## src/rtl/adapter_csr_pkg.sv

```systemverilog
package adapter_csr_pkg;

    localparam int REG_W      = 16;
    localparam int STRAP_W    = 4;
    localparam int LOW_ADDR_W = 16;

    // status register bit positions
    localparam int SB_BRST   = 15;
    localparam int SB_ONLINE = 14;
    localparam int SB_ATTN   = 13;
    localparam int SB_IEN    = 12;
    localparam int SB_PIEN   = 11;
    localparam int SB_PFLAG  = 9;
    localparam int SB_CFLAG  = 8;
    localparam int SB_SECBUS = 5;
    localparam int SB_RAM256 = 4;

    // fault control register bit positions
    localparam int FB_ACK  = 8;
    localparam int FB_SRC  = 7;
    localparam int FB_LANE = 6;

    typedef enum logic [1:0] {
        SEL_STATUS = 2'd0,
        SEL_FCTRL  = 2'd1,
        SEL_FADDR  = 2'd2,
        SEL_NONE   = 2'd3
    } reg_sel_e;

    typedef struct packed {
        logic brst;
        logic online;
        logic attn;
        logic ien;
        logic pien;
        logic secbus;
        logic ram256;
    } ctrl_t;

    function automatic ctrl_t decode_ctrl(input logic [REG_W-1:0] w);
        ctrl_t c;
        c.brst   = w[SB_BRST];
        c.online = w[SB_ONLINE];
        c.attn   = w[SB_ATTN];
        c.ien    = w[SB_IEN];
        c.pien   = w[SB_PIEN];
        c.secbus = w[SB_SECBUS];
        c.ram256 = w[SB_RAM256];
        return c;
    endfunction

    function automatic logic [REG_W-1:0] pack_status(
        input ctrl_t              c,
        input logic               pflag,
        input logic               cflag,
        input logic [STRAP_W-1:0] strap
    );
        logic [REG_W-1:0] s;
        s             = '0;
        s[SB_BRST]    = c.brst;
        s[SB_ONLINE]  = c.online;
        s[SB_ATTN]    = c.attn;
        s[SB_IEN]     = c.ien;
        s[SB_PIEN]    = c.pien;
        s[SB_PFLAG]   = pflag;
        s[SB_CFLAG]   = cflag;
        s[SB_SECBUS]  = c.secbus;
        s[SB_RAM256]  = c.ram256;
        s[STRAP_W-1:0] = strap;
        return s;
    endfunction

endpackage

```

## src/rtl/csr_ctrl_reg.sv

```systemverilog
module csr_ctrl_reg
    import adapter_csr_pkg::*;
(
    input  logic             clk,
    input  logic             rst,
    input  logic             wr_en,
    input  logic [REG_W-1:0] wdata,
    output ctrl_t            ctrl_q,
    output logic             attn_pulse
);

    ctrl_t ctrl_d;
    logic  pulse_q;

    always_comb begin
        ctrl_d = ctrl_q;
        if (wr_en) begin
            ctrl_d = decode_ctrl(wdata);
        end
        // board reset masks every other control bit, held or newly written
        if (ctrl_d.brst) begin
            ctrl_d        = '0;
            ctrl_d.brst   = 1'b1;
        end
    end

    always_ff @(posedge clk) begin
        if (rst) begin
            ctrl_q  <= '0;
            pulse_q <= 1'b0;
        end else begin
            ctrl_q  <= ctrl_d;
            pulse_q <= ctrl_d.attn & ~ctrl_q.attn;
        end
    end

    assign attn_pulse = pulse_q;

endmodule

```

## src/rtl/csr_fault_latch.sv

```systemverilog
module csr_fault_latch #(
    parameter int ADDR_W = 20
) (
    input  logic              clk,
    input  logic              rst,
    input  logic              strobe,
    input  logic [ADDR_W-1:0] addr,
    input  logic              lane,
    input  logic              src,
    input  logic              ack,
    output logic              flag,
    output logic [ADDR_W-1:0] cap_addr,
    output logic              cap_lane,
    output logic              cap_src
);

    always_ff @(posedge clk) begin
        if (rst) begin
            flag     <= 1'b0;
            cap_addr <= '0;
            cap_lane <= 1'b0;
            cap_src  <= 1'b0;
        end else if (ack) begin
            flag <= 1'b0;
        end else if (strobe && !flag) begin
            flag     <= 1'b1;
            cap_addr <= addr;
            cap_lane <= lane;
            cap_src  <= src;
        end
    end

endmodule

```

## src/rtl/csr_irq_merge.sv

```systemverilog
module csr_irq_merge (
    input  logic ctrl_req,
    input  logic ctrl_en,
    input  logic par_flag,
    input  logic par_en,
    output logic irq
);

    assign irq = (ctrl_req & ctrl_en) | (par_flag & par_en);

endmodule

```

## src/rtl/adapter_csr.sv

```systemverilog
module adapter_csr
    import adapter_csr_pkg::*;
#(
    parameter int FAULT_ADDR_W = 20
) (
    input  logic                    clk,
    input  logic                    rst,
    input  logic                    host_wr,
    input  logic [1:0]              host_sel,
    input  logic [15:0]             host_wdata,
    output logic [15:0]             host_rdata,
    input  logic [3:0]              ram_base_strap,
    input  logic                    ctrl_irq,
    input  logic                    perr_strobe,
    input  logic [FAULT_ADDR_W-1:0] perr_addr,
    input  logic                    perr_lane,
    input  logic                    perr_src,
    output logic                    board_reset,
    output logic                    net_online,
    output logic                    chan_attn,
    output logic                    sec_bus_en,
    output logic                    ram_256k,
    output logic                    host_irq
);

    localparam int HIGH_W = FAULT_ADDR_W - LOW_ADDR_W;

    reg_sel_e                sel;
    ctrl_t                   ctrl;
    logic                    status_wr;
    logic                    fault_ack;
    logic                    fault_flag;
    logic [FAULT_ADDR_W-1:0] cap_addr;
    logic                    cap_lane;
    logic                    cap_src;
    logic [REG_W-1:0]        fctrl_view;

    assign sel       = reg_sel_e'(host_sel);
    assign status_wr = host_wr && (sel == SEL_STATUS);
    assign fault_ack = host_wr && (sel == SEL_FCTRL) && host_wdata[FB_ACK];

    csr_ctrl_reg u_ctrl (
        .clk        (clk),
        .rst        (rst),
        .wr_en      (status_wr),
        .wdata      (host_wdata),
        .ctrl_q     (ctrl),
        .attn_pulse (chan_attn)
    );

    csr_fault_latch #(.ADDR_W(FAULT_ADDR_W)) u_fault (
        .clk      (clk),
        .rst      (rst),
        .strobe   (perr_strobe),
        .addr     (perr_addr),
        .lane     (perr_lane),
        .src      (perr_src),
        .ack      (fault_ack),
        .flag     (fault_flag),
        .cap_addr (cap_addr),
        .cap_lane (cap_lane),
        .cap_src  (cap_src)
    );

    csr_irq_merge u_irq (
        .ctrl_req (ctrl_irq),
        .ctrl_en  (ctrl.ien),
        .par_flag (fault_flag),
        .par_en   (ctrl.pien),
        .irq      (host_irq)
    );

    always_comb begin
        fctrl_view              = '0;
        fctrl_view[FB_SRC]      = cap_src;
        fctrl_view[FB_LANE]     = cap_lane;
        fctrl_view[HIGH_W-1:0]  = cap_addr[FAULT_ADDR_W-1:LOW_ADDR_W];
    end

    always_comb begin
        case (sel)
            SEL_STATUS: host_rdata = pack_status(ctrl, fault_flag, ctrl_irq, ram_base_strap);
            SEL_FCTRL:  host_rdata = fctrl_view;
            SEL_FADDR:  host_rdata = cap_addr[LOW_ADDR_W-1:0];
            default:    host_rdata = '0;
        endcase
    end

    assign board_reset = ctrl.brst;
    assign net_online  = ctrl.online;
    assign sec_bus_en  = ctrl.secbus;
    assign ram_256k    = ctrl.ram256;

endmodule

```

## config.mk

```make
export PLATFORM = sky130hd
export DESIGN_NAME = adapter_csr
export DESIGN_NICKNAME = d
export VERILOG_FILES = /design/src/rtl/adapter_csr_pkg.sv /design/src/rtl/csr_ctrl_reg.sv /design/src/rtl/csr_fault_latch.sv /design/src/rtl/csr_irq_merge.sv /design/src/rtl/adapter_csr.sv
export SDC_FILE = /design/constraint.sdc
export NUM_CORES = 1
export LEC_CHECK = 0
export BUFFER_PORTS_ARGS = -buffer_cell sky130_fd_sc_hd__buf_4
export CORE_MARGIN = 2
export CORE_UTILIZATION = 42
export DETAILED_ROUTE_END_ITERATION = 6
export GPL_TIMING_DRIVEN = 0
export MAX_ROUTING_LAYER = met4
export PLACE_DENSITY = 0.75
export SKIP_CTS_REPAIR_TIMING = 1
export SLEW_MARGIN = 20
export SYNTH_ARGS = -nofsm -noshare
export SYNTH_HDL_FRONTEND = slang
export SYNTH_SLANG_ARGS = --single-unit
export TNS_END_PERCENT = 30
```

## constraint.sdc

```tcl
create_clock -name clk -period 1.4 [get_ports clk]
set_clock_uncertainty 0.1 [all_clocks]
set_input_delay 0.14 -clock clk [delete_from_list [all_inputs] [get_ports clk]]
set_output_delay 0.14 -clock clk [all_outputs]
set_load 0.005 [all_outputs]
```

Word-level counts from Yosys, hierarchy flattened
Cells that the tools add are included.
{"block": "totals", "word_cells": 32, "input_bits": 49, "regBits": 31}
{"block": "classes", "mux": 3, "bitwise_logic": 6, "n_reduce_logical": 9, "n_eq_ne": 2}
{"cell": "$pmux W16 S3", "n": 1}
{"cell": "$mux W7", "n": 2}
{"cell": "$logic_and A1 B1 Y1", "n": 4}
{"cell": "$reduce_or A2 Y1", "n": 2}
{"cell": "$and A1 B1 Y1", "n": 3}
{"cell": "$eq A2 B1 Y1 const B", "n": 1}
{"cell": "$eq A2 B2 Y1 const B", "n": 1}
{"cell": "$logic_not A2 Y1", "n": 1}
{"cell": "$not A1 Y1", "n": 2}
{"cell": "$reduce_and A2 Y1", "n": 1}
{"cell": "$logic_not A1 Y1", "n": 1}
{"cell": "$or A1 B1 Y1", "n": 1}

Logic depth before layout (Yosys ltp)
Gate-level depths: netlist of the first run.
{"block": "depth", "word_depth": 5, "mapped_depth": 5, "ltp_nobuf": 3}

Hierarchy
From an unflattened synthesis of the first run, not the netlist that was laid out.
{"block": "unflattened", "hier_cells": 164, "hier_area_um2": 1650.3}
{"mod": "csr_fault_latch", "n_inst": 1, "area_each_um2": 1028.5, "cells_each": 98}
{"mod": "adapter_csr", "n_inst": 1, "area_each_um2": 312.8, "cells_each": 37}
{"mod": "csr_ctrl_reg", "n_inst": 1, "area_each_um2": 300.3, "cells_each": 28}
{"mod": "csr_irq_merge", "n_inst": 1, "area_each_um2": 8.8, "cells_each": 1}

Least setup slack after synthesis of the first run
OpenSTA, ideal clock, no wires.
{"block": "synth_path", "path_kind": "input port to flip-flop", "start": "input port host_sel[0]", "end": "register u_fault.cap_addr[10]", "cell_stages": 5, "t_required_ps": 1228, "path_buffers": 2, "setup_ps": 72, "t_arrival_ps": 1132, "path_slack_ps": 96, "path_cell_list": "buf_4 and4b_4 nor3b_4 buf_8 mux2i_1"}
{"block": "synth_via", "elab_chain_len": 5}
{"item": "start, declared", "line": "adapter_csr.sv:9", "source": "input logic [1:0] host_sel,"}
{"item": "$eq A2 B1 Y1", "line": "adapter_csr.sv:40", "source": "assign fault_ack = host_wr && (sel == SEL_FCTRL) && host_wdata[FB_ACK];"}
{"item": "$logic_and A1 B1 Y1 (2 in series)", "line": "adapter_csr.sv:40"}
{"item": "$not A1 Y1 (no line)"}
{"item": "$reduce_and A2 Y1 (no line)"}
{"item": "end signal, assigned", "line": "csr_fault_latch.sv:27", "source": "cap_addr <= addr;"}
{"item": "end, declared", "line": "csr_fault_latch.sv:12", "source": "output logic [ADDR_W-1:0] cap_addr,"}
No other way between the ends.
A chain may end at the register's enable or synchronous reset.

Worst setup path in the final report of the first run
{"block": "layout_path", "start": "input port host_sel[0]", "end": "output port host_rdata[0]"}
{"block": "layout_via", "elab_chain_len": 2}
{"item": "$eq A2 B2 Y1, or another cell as far along", "line": "adapter_csr.sv:81", "source": "case (sel)"}
{"item": "$pmux W16 S3 (*)", "line": "adapter_csr.sv:81"}
{"item": "end, declared", "line": "adapter_csr.sv:11", "source": "output logic [15:0] host_rdata,"}
Every way passes the cells marked *; elsewhere a longest branch is shown, timed or not.

==> impl_results.rst, run 1 <==
.. list-table::
   :header-rows: 1

   * - Metric
     - Value
   * - Maximum number of pins on one net before global-route repair
     - 11
   * - Hold Crit Start
     - perr_addr[13]
   * - Layout cells sized above 1
     - 0.313
   * - Number of buffers added by the clock tree synthesis step
     - 5
   * - Required time at the endpoint of the critical path
     - around 1.2 ns
   * - DRC marker count from the first detailed-route iteration
     - 44
   * - Vias after detailed routing
     - 1363
   * - Placement Cell Area
     - 2160 um2
   * - Setup crit start
     - host_sel[0]
   * - Die W
     - around 67 um
   * - Power per cell area
     - 878 nW/um2
   * - Clk network pwr share
     - 0.326
   * - Top Ports
     - 71
   * - Part of the total power dissipated in sequential elements
     - 0.490
   * - Category of the worst setup path capture point
     - output port
   * - Routability Congestion
     - about 0.75
   * - Dominant cells by area after synthesis
     - dfxtp_1 38%, mux2i_1 21%, nand2b_1 17%
   * - Run status
     - finished, final reports clean
   * - Share of synthesized registers carrying an async set or reset
     - 0
   * - Initial antenna violation count
     - 0
   * - Detailed-routing iteration count for the pre-antenna-repair pass
     - 4
   * - Min Clock Period, post-route
     - 1.30 ns
   * - Total track usage
     - 0.184
   * - Maximum level of the CTS H-tree
     - 2
   * - Most common flop cell mapped by yosys
     - dfxtp_1
   * - Remaining routing DRC violations
     - 0
   * - Core area
     - 3720 um2
   * - Total number of nets in the final design
     - 290
   * - Per-cell via count in the routed design
     - between 4 and 5
   * - Number of synthesized flops with an enable pin
     - 0
   * - Path depth of the worst reg2reg path
     - 3
   * - Number of warnings reported in the yosys synthesis log
     - 0
   * - Setup slack on the worst flop-to-flop path
     - around 0.11 ns
   * - Setup repair after global routing missed its margin
     - true
   * - Gate count after technology mapping
     - about 170
   * - Internal Dissipation
     - approximately 1500 uW
   * - Number of routed nets with antenna violations
     - 0
   * - Crit path kind
     - in -> out
   * - Yosys reg bits
     - 31
   * - Number of distinct library cells after synthesis
     - 23
   * - Crit path to
     - host_rdata[0]
   * - R2r endpoint
     - u_fault.cap_addr[5]
   * - Share of the yosys chip area belonging to registers
     - 0.376
   * - Post-route fraction of the period consumed by the critical path
     - 0.929
   * - Global-route wire length before repair
     - 5.84 mm
   * - Layout Utilization
     - 0.601
   * - Worst-case headroom to the max-slew limit
     - 0.580
   * - Worst Tran Pin Value
     - approximately 0.63 ns
   * - Mean cell area of the mapped netlist
     - 9.48 um2
   * - HP Class
     - in -> reg
   * - Clock latency on the worst-skew pair
     - 0.28 ns
   * - Aggregate routed wire length
     - approximately 3.7 mm
   * - Clock tree from TritonCTS
     - built
   * - Vias in the first global route
     - about 1300
   * - Leakage power of the design
     - roughly 0.001 uW
   * - Hold Vio Cnt, Final
     - 0
   * - Final instance count without filler cells
     - about 290
   * - Number of instances in the placed design
     - ~280
   * - Clock sink count
     - 31
   * - Post-layout total power
     - approximately 2000 uW
   * - Max FO, Critical Path
     - 9
   * - Final instance area
     - ~2200 um2
   * - DIE AREA
     - 4440 um2
   * - Post-synthesis instance area
     - ~1600 um2
   * - Total nets after synthesis
     - 223
   * - Clock root buffer
     - clkbuf_8
   * - Number of antenna repair diodes
     - 0
   * - Effective utilization at floorplan
     - 0.444
   * - Top cells by count, synth
     - 45 x nand2b_1, 35 x mux2i_1, 31 x dfxtp_1, 11 x nand3b_1, 10 x nor2_1
   * - Peak supply drop
     - between 0.4 and 0.5 mV
   * - Launching element type of the critical path
     - input pin
   * - Clock transition at the registers of the reported paths
     - roughly 0.06 ns
   * - Number of I/O port buffers
     - 60
   * - Sum Neg Setup Slack
     - 0 ns
   * - Source of the worst register-to-register timing path
     - u_fault.flag
   * - Critical path arrival
     - ~1.1 ns
   * - Cell row count
     - 22
   * - Layout filler cell count
     - ~360
   * - Synthesis-to-layout area growth
     - 35.5%
   * - Highest attainable clock frequency
     - 769 MHz
   * - Buffer depth of the longest clock path
     - 2
   * - Number of violations of the max-capacitance limit
     - 0
   * - Dominant cell type by area after synthesis
     - dfxtp_1
   * - Remaining global-route overflow
     - 0
   * - HPWL after detailed placement
     - between 2 and 3 mm
   * - Vert. Die Dim
     - between 60 and 70 um
   * - Most frequently used cell type in the post-synthesis netlist
     - nand2b_1
   * - Net switching share of the total power
     - 0.246
   * - Routed wire length per instance
     - 13.0 um
   * - Setup-violating endpoint count in the final report
     - 0
   * - Net load switching power
     - between 400 and 500 uW
   * - Number of pins exceeding their max-slew limit in the final report
     - 0
   * - Share of power burned in combinational logic
     - 0.185
   * - Area fraction of the dominant cell type after synthesis
     - 0.376
## flip-flops by register name (all words and copies together), names as in the netlist
| register | count |
|---|---|
| u_ctrl.attn_pulse | 1 |
| u_ctrl.ctrl_q | 7 |
| u_fault.cap_addr | 20 |
| u_fault.cap_lane | 1 |
| u_fault.cap_src | 1 |
| u_fault.flag | 1 |
## cells by family after synthesis
group                  synth area share
buffers and inverters            0.0531
muxes                             0.212
and+or+nand+nor                   0.309
AOI/OAI and AO/OA                0.0493
DFF                               0.376
## layout make-up
class                           instances  area, um2  area share
Buffer                                 12       88.8      0.0398
Tap cell                               48       60.1      0.0269
Timing Repair Buffer                   60        450       0.202
Sequential cell                        31        622       0.278
Clock buffer                            6       72.6      0.0325
Multi-Input combinational cell        131        941       0.421
## per-stage QoR
| stage | worst slack [ns] | hold WS [ns] |
|---|---|---|
| final | 0.0999 | 0.0197 |
| after global routing | -0.00205 | 0.0253 |
| after floorplan | 0.0964 | 0.176 |
| after global placement | -0.0843 | 0.310 |
| after detailed placement | -0.0619 | 0.316 |
| after CTS | -0.0589 | 0.0114 |
## power groups by stage
stage	clock (uW)	sequential (uW)	combinational, uW
floorplan	0	972	206
global placement	0	979	362
detailed placement	0	980	366
CTS	665	961	367
global route	700	966	396
finish	639	961	363
## layout by cell type (no fill, tap or decap), drive strengths merged
master / n
a22o: 3
clkbuf: 12
and4b: 1
dfxtp: 31
nand2: 6
buf: 66
and2: 1
a21oi: 7
o21ai: 4
or2: 1
nor3b: 2
nand3b: 11
nor2: 10
or3b: 1
nor4: 1
mux2i: 35
nand2b: 45
nor3: 1
nor2b: 2
## layer usage
metal	routed length, um	up-vias	GRT usage
li1	-	716	-
met1	1710	606	0.226
met2	1740	34	0.281
met3	204	7	0.0524
met4	75	0	0.0842
met5	0	-	-
## worst min path at each step
stage	endpoint	slack [ns]	depth (start not counted)
after detailed placement	u_fault.cap_addr[13]	0.32	3
after global placement	u_fault.cap_addr[4]	0.31	3
after global routing	u_fault.cap_addr[3]	0.03	3
after floorplan	u_ctrl.ctrl_q[6]	0.18	2
after CTS	u_fault.cap_addr[14]	0.01	3
final	u_fault.cap_addr[13]	0.02	3
## worst max-delay path: stages
cell     delay, ns
buf_4         0.15
nor2b_1       0.40
nand2_1       0.12
o21ai_0       0.11
buf_4         0.14
(Power assumes the default switching activity.)
==> run 2: changes to the inputs <==
--- a/config.mk
+++ b/config.mk
@@ -12,6 +12,7 @@
 export GPL_TIMING_DRIVEN = 0
 export MAX_ROUTING_LAYER = met4
 export PLACE_DENSITY = 0.75
+export SETUP_SLACK_MARGIN = 0.1
 export SKIP_CTS_REPAIR_TIMING = 1
 export SLEW_MARGIN = 20
 export SYNTH_ARGS = -nofsm -noshare
==> constraint.sdc (replaced) <==
create_clock -name clk -period 1.4 [get_ports clk]
set_clock_uncertainty 0.1 [all_clocks]
set_input_delay 0 -clock clk [delete_from_list [all_inputs] [get_ports clk]]
set_output_delay 0 -clock clk [all_outputs]
set_load 0.005 [all_outputs]
==> impl_results.rst, run 2 (same netlist as run 1, synthesis figures left out) <==
.. list-table::
   :header-rows: 1

   * - Metric
     - Value
   * - Run status
     - finished, final reports clean
   * - Required time at the endpoint of the critical path
     - 1.47 ns (+0.31 ns)
   * - Part of the total power dissipated in sequential elements
     - 0.471 (-0.019)
   * - Clk network pwr share
     - 0.312 (-0.014)
   * - Max FO, Critical Path
     - 1 (-8)
   * - Number of I/O port buffers
     - 60 (unchanged)
   * - Category of the worst setup path capture point
     - flip-flop
   * - Biggest registers after layout
     - u_fault.cap_addr x20, u_ctrl.ctrl_q x7
   * - Vert. Die Dim
     - 66.7 um (unchanged)
   * - Layout cells sized above 1
     - 0.270 (-0.0424)
   * - Global-route wire length before repair
     - 5.84 mm (unchanged)
   * - Buffer depth of the longest clock path
     - 2 (unchanged)
   * - Remaining global-route overflow
     - 0 (unchanged)
   * - Leakage power of the design
     - 0.00111 uW (+14%)
   * - Initial antenna violation count
     - 0 (unchanged)
   * - DIE AREA
     - 4440 um2 (unchanged)
   * - Net load switching power
     - 499 uW (+3.1%)
   * - Internal Dissipation
     - 1540 uW (+4.2%)
   * - Number of antenna repair diodes
     - 0 (unchanged)
   * - Routed wire length per instance
     - 13.0 um (about the same)
   * - Critical Path Slowest Stage Cell
     - dlygate4sd3_1
   * - DRC marker count from the first detailed-route iteration
     - 63 (+43%)
   * - Number of buffers added by the clock tree synthesis step
     - 5 (unchanged)
   * - Hold Vio Cnt, Final
     - 0 (unchanged)
   * - Remaining routing DRC violations
     - 0 (unchanged)
   * - Per-cell via count in the routed design
     - 4.73 (-0.13%)
   * - Number of violations of the max-capacitance limit
     - 0 (unchanged)
   * - Setup slack on the worst flop-to-flop path
     - 0.19 ns (+0.08 ns)
   * - Final instance count without filler cells
     - 322 (+12%)
   * - Number of pins exceeding their max-slew limit in the final report
     - 0 (unchanged)
   * - Net switching share of the total power
     - 0.244 (-0.00193)
   * - Post-route fraction of the period consumed by the critical path
     - 0.900 (-0.0290)
   * - HPWL after detailed placement
     - 2.79 mm (unchanged)
   * - Peak supply drop
     - 0.502 mV (+7.4%)
   * - Max reg flops
     - 20 (unchanged)
   * - Hold Crit Depth
     - 4 (+1)
   * - Aggregate routed wire length
     - 4.18 mm (+12%)
   * - R2r endpoint
     - u_fault.cap_addr[9]
   * - Highest attainable clock frequency
     - 794 MHz (+3.2%)
   * - Post-layout total power
     - 2040 uW (+3.9%)
   * - Clock root buffer
     - clkbuf_8
   * - Worst-case headroom to the max-slew limit
     - 0.570 (-0.0100)
   * - Top Ports
     - 71 (unchanged)
   * - Crit path kind
     - in -> reg
   * - Hold Crit Start
     - host_sel[1]
   * - Vias after detailed routing
     - 1522 (+12%)
   * - Core area
     - 3720 um2 (unchanged)
   * - Clock latency on the worst-skew pair
     - 0.28 ns (about the same)
   * - Setup-violating endpoint count in the final report
     - 0 (unchanged)
   * - Cell with the most instances on the worst path
     - dlygate4sd3_1
   * - Smallest setup slack after layout
     - 0.140 ns (+0.0405 ns)
   * - Cell row count
     - 22 (unchanged)
   * - Die W
     - 66.7 um (unchanged)
   * - HP Class
     - in -> reg
   * - Register with the most flip-flops
     - u_fault.cap_addr
   * - Number of routed nets with antenna violations
     - 0 (unchanged)
   * - Clock transition at the registers of the reported paths
     - 0.06 ns (about the same)
   * - Path depth of the worst reg2reg path
     - 3 (unchanged)
   * - Ordered list of cells on the worst path
     - dlygate4sd3_1 > buf_4 > nand2b_1 > dlygate4sd3_1 > mux2i_1
   * - Worst-case setup slack after placement
     - 0.0810 ns (+0.143 ns)
   * - Routability Congestion
     - 0.747 (unchanged)
   * - Delay of the slowest cell on the worst path
     - 0.54 ns (+0.14 ns)
   * - Total number of nets in the final design
     - 324 (+12%)
   * - Source of the worst register-to-register timing path
     - u_fault.flag
   * - Vias in the first global route
     - 1262 (unchanged)
   * - Critical path arrival
     - 1.33 ns (+0.27 ns)
   * - Min Clock Period, post-route
     - 1.26 ns (-0.0405 ns)
   * - Final worst hold slack
     - 0.0272 ns (+0.00755 ns)
   * - Clock tree from TritonCTS
     - built
   * - Synthesis-to-layout area growth
     - 55.8%
   * - Maximum number of pins on one net before global-route repair
     - 11 (unchanged)
   * - Sum Neg Setup Slack
     - 0 ns (unchanged)
   * - Endpoint, Worst Hold
     - u_ctrl.ctrl_q[6]
   * - Number of instances in the placed design
     - 282 (unchanged)
   * - Setup crit start
     - perr_addr[18]
   * - Detailed-routing iteration count for the pre-antenna-repair pass
     - 4 (unchanged)
   * - Total track usage
     - 0.184 (unchanged)
   * - Worst Tran Pin Value
     - 0.643 ns (+0.0150 ns)
   * - Leading cell type in the layout, fill and taps excluded
     - buf_4
   * - Clock sink count
     - 31 (unchanged)
   * - Effective utilization at floorplan
     - 0.444 (unchanged)
   * - Commonest cells after routing, fill and taps aside
     - 62 x buf_4, 45 x nand2b_1, 35 x mux2i_1
   * - Power per cell area
     - 794 nW/um2 (-9.6%)
   * - Share of power burned in combinational logic
     - 0.217 (+0.032)
   * - Maximum level of the CTS H-tree
     - 2 (unchanged)
   * - Launching element type of the critical path
     - input pin
   * - Setup repair after global routing missed its margin
     - false
run 2: cell types whose count changed in the layout (fill, tap and decap cells not counted):
cell           before  now
clkbuf_1            6    7
clkbuf_2            1    0
dlygate4sd3_1       0   33
dfxtp_2             1    0
dfxtp_1            30   31
buf_4              61   62
run 2: per-stage QoR:
step	util	instance area [um2]
6_report	0.692	2570
5_1_grt	0.692	2570
4_1_cts	0.601	2230
3_5_place_dp	0.581	2160
3_3_place_gp	0.581	2160
2_1_floorplan	-	1650
run 2: final cells by class:
cell class | count | area [um2]
Timing Repair Buffer | 94 | 788
Multi-Input combinational cell | 131 | 941
Tap cell | 48 | 60.1
Fill cell | 309 | 1150
Clock buffer | 6 | 72.6
Sequential cell | 31 | 621
Buffer | 12 | 87.6
run 2: worst max path at each step:
stage / slack (ns) / endpoint / cells after the start
floorplan: 0.22 / u_fault.cap_addr[10] / 3
global placement: 0.12 / u_fault.cap_addr[8] / 3
detailed placement: 0.08 / u_fault.cap_addr[4] / 3
CTS: 0.08 / u_fault.cap_addr[5] / 3
global route: 0.09 / u_fault.cap_addr[17] / 3
finish: 0.14 / u_fault.cap_addr[18] / 5
run 2: power groups by stage:
stage          Clock [uW]  Sequential, uW  Combinational (uW)
2_1_floorplan           0             972                 206
3_5_place_dp            0             980                 366
5_1_grt               700             966                 478
4_1_cts               665             961                 367
3_3_place_gp            0             979                 362
6_report              637             961                 442
run 2: critical path, delay by kind of cell:
family / cells / cell delay [ns]
buf+inv: 3 / 1.22
mux: 1 / 0.07
simple gates: 1 / 0.05
run 2: routing by layer:
layer	GRT usage	vias up	wire length (um)
met4	0.0842	0	72
met2	0.281	34	2080
met5	-	-	0
met3	0.0524	6	175
li1	-	788	-
met1	0.226	694	1850
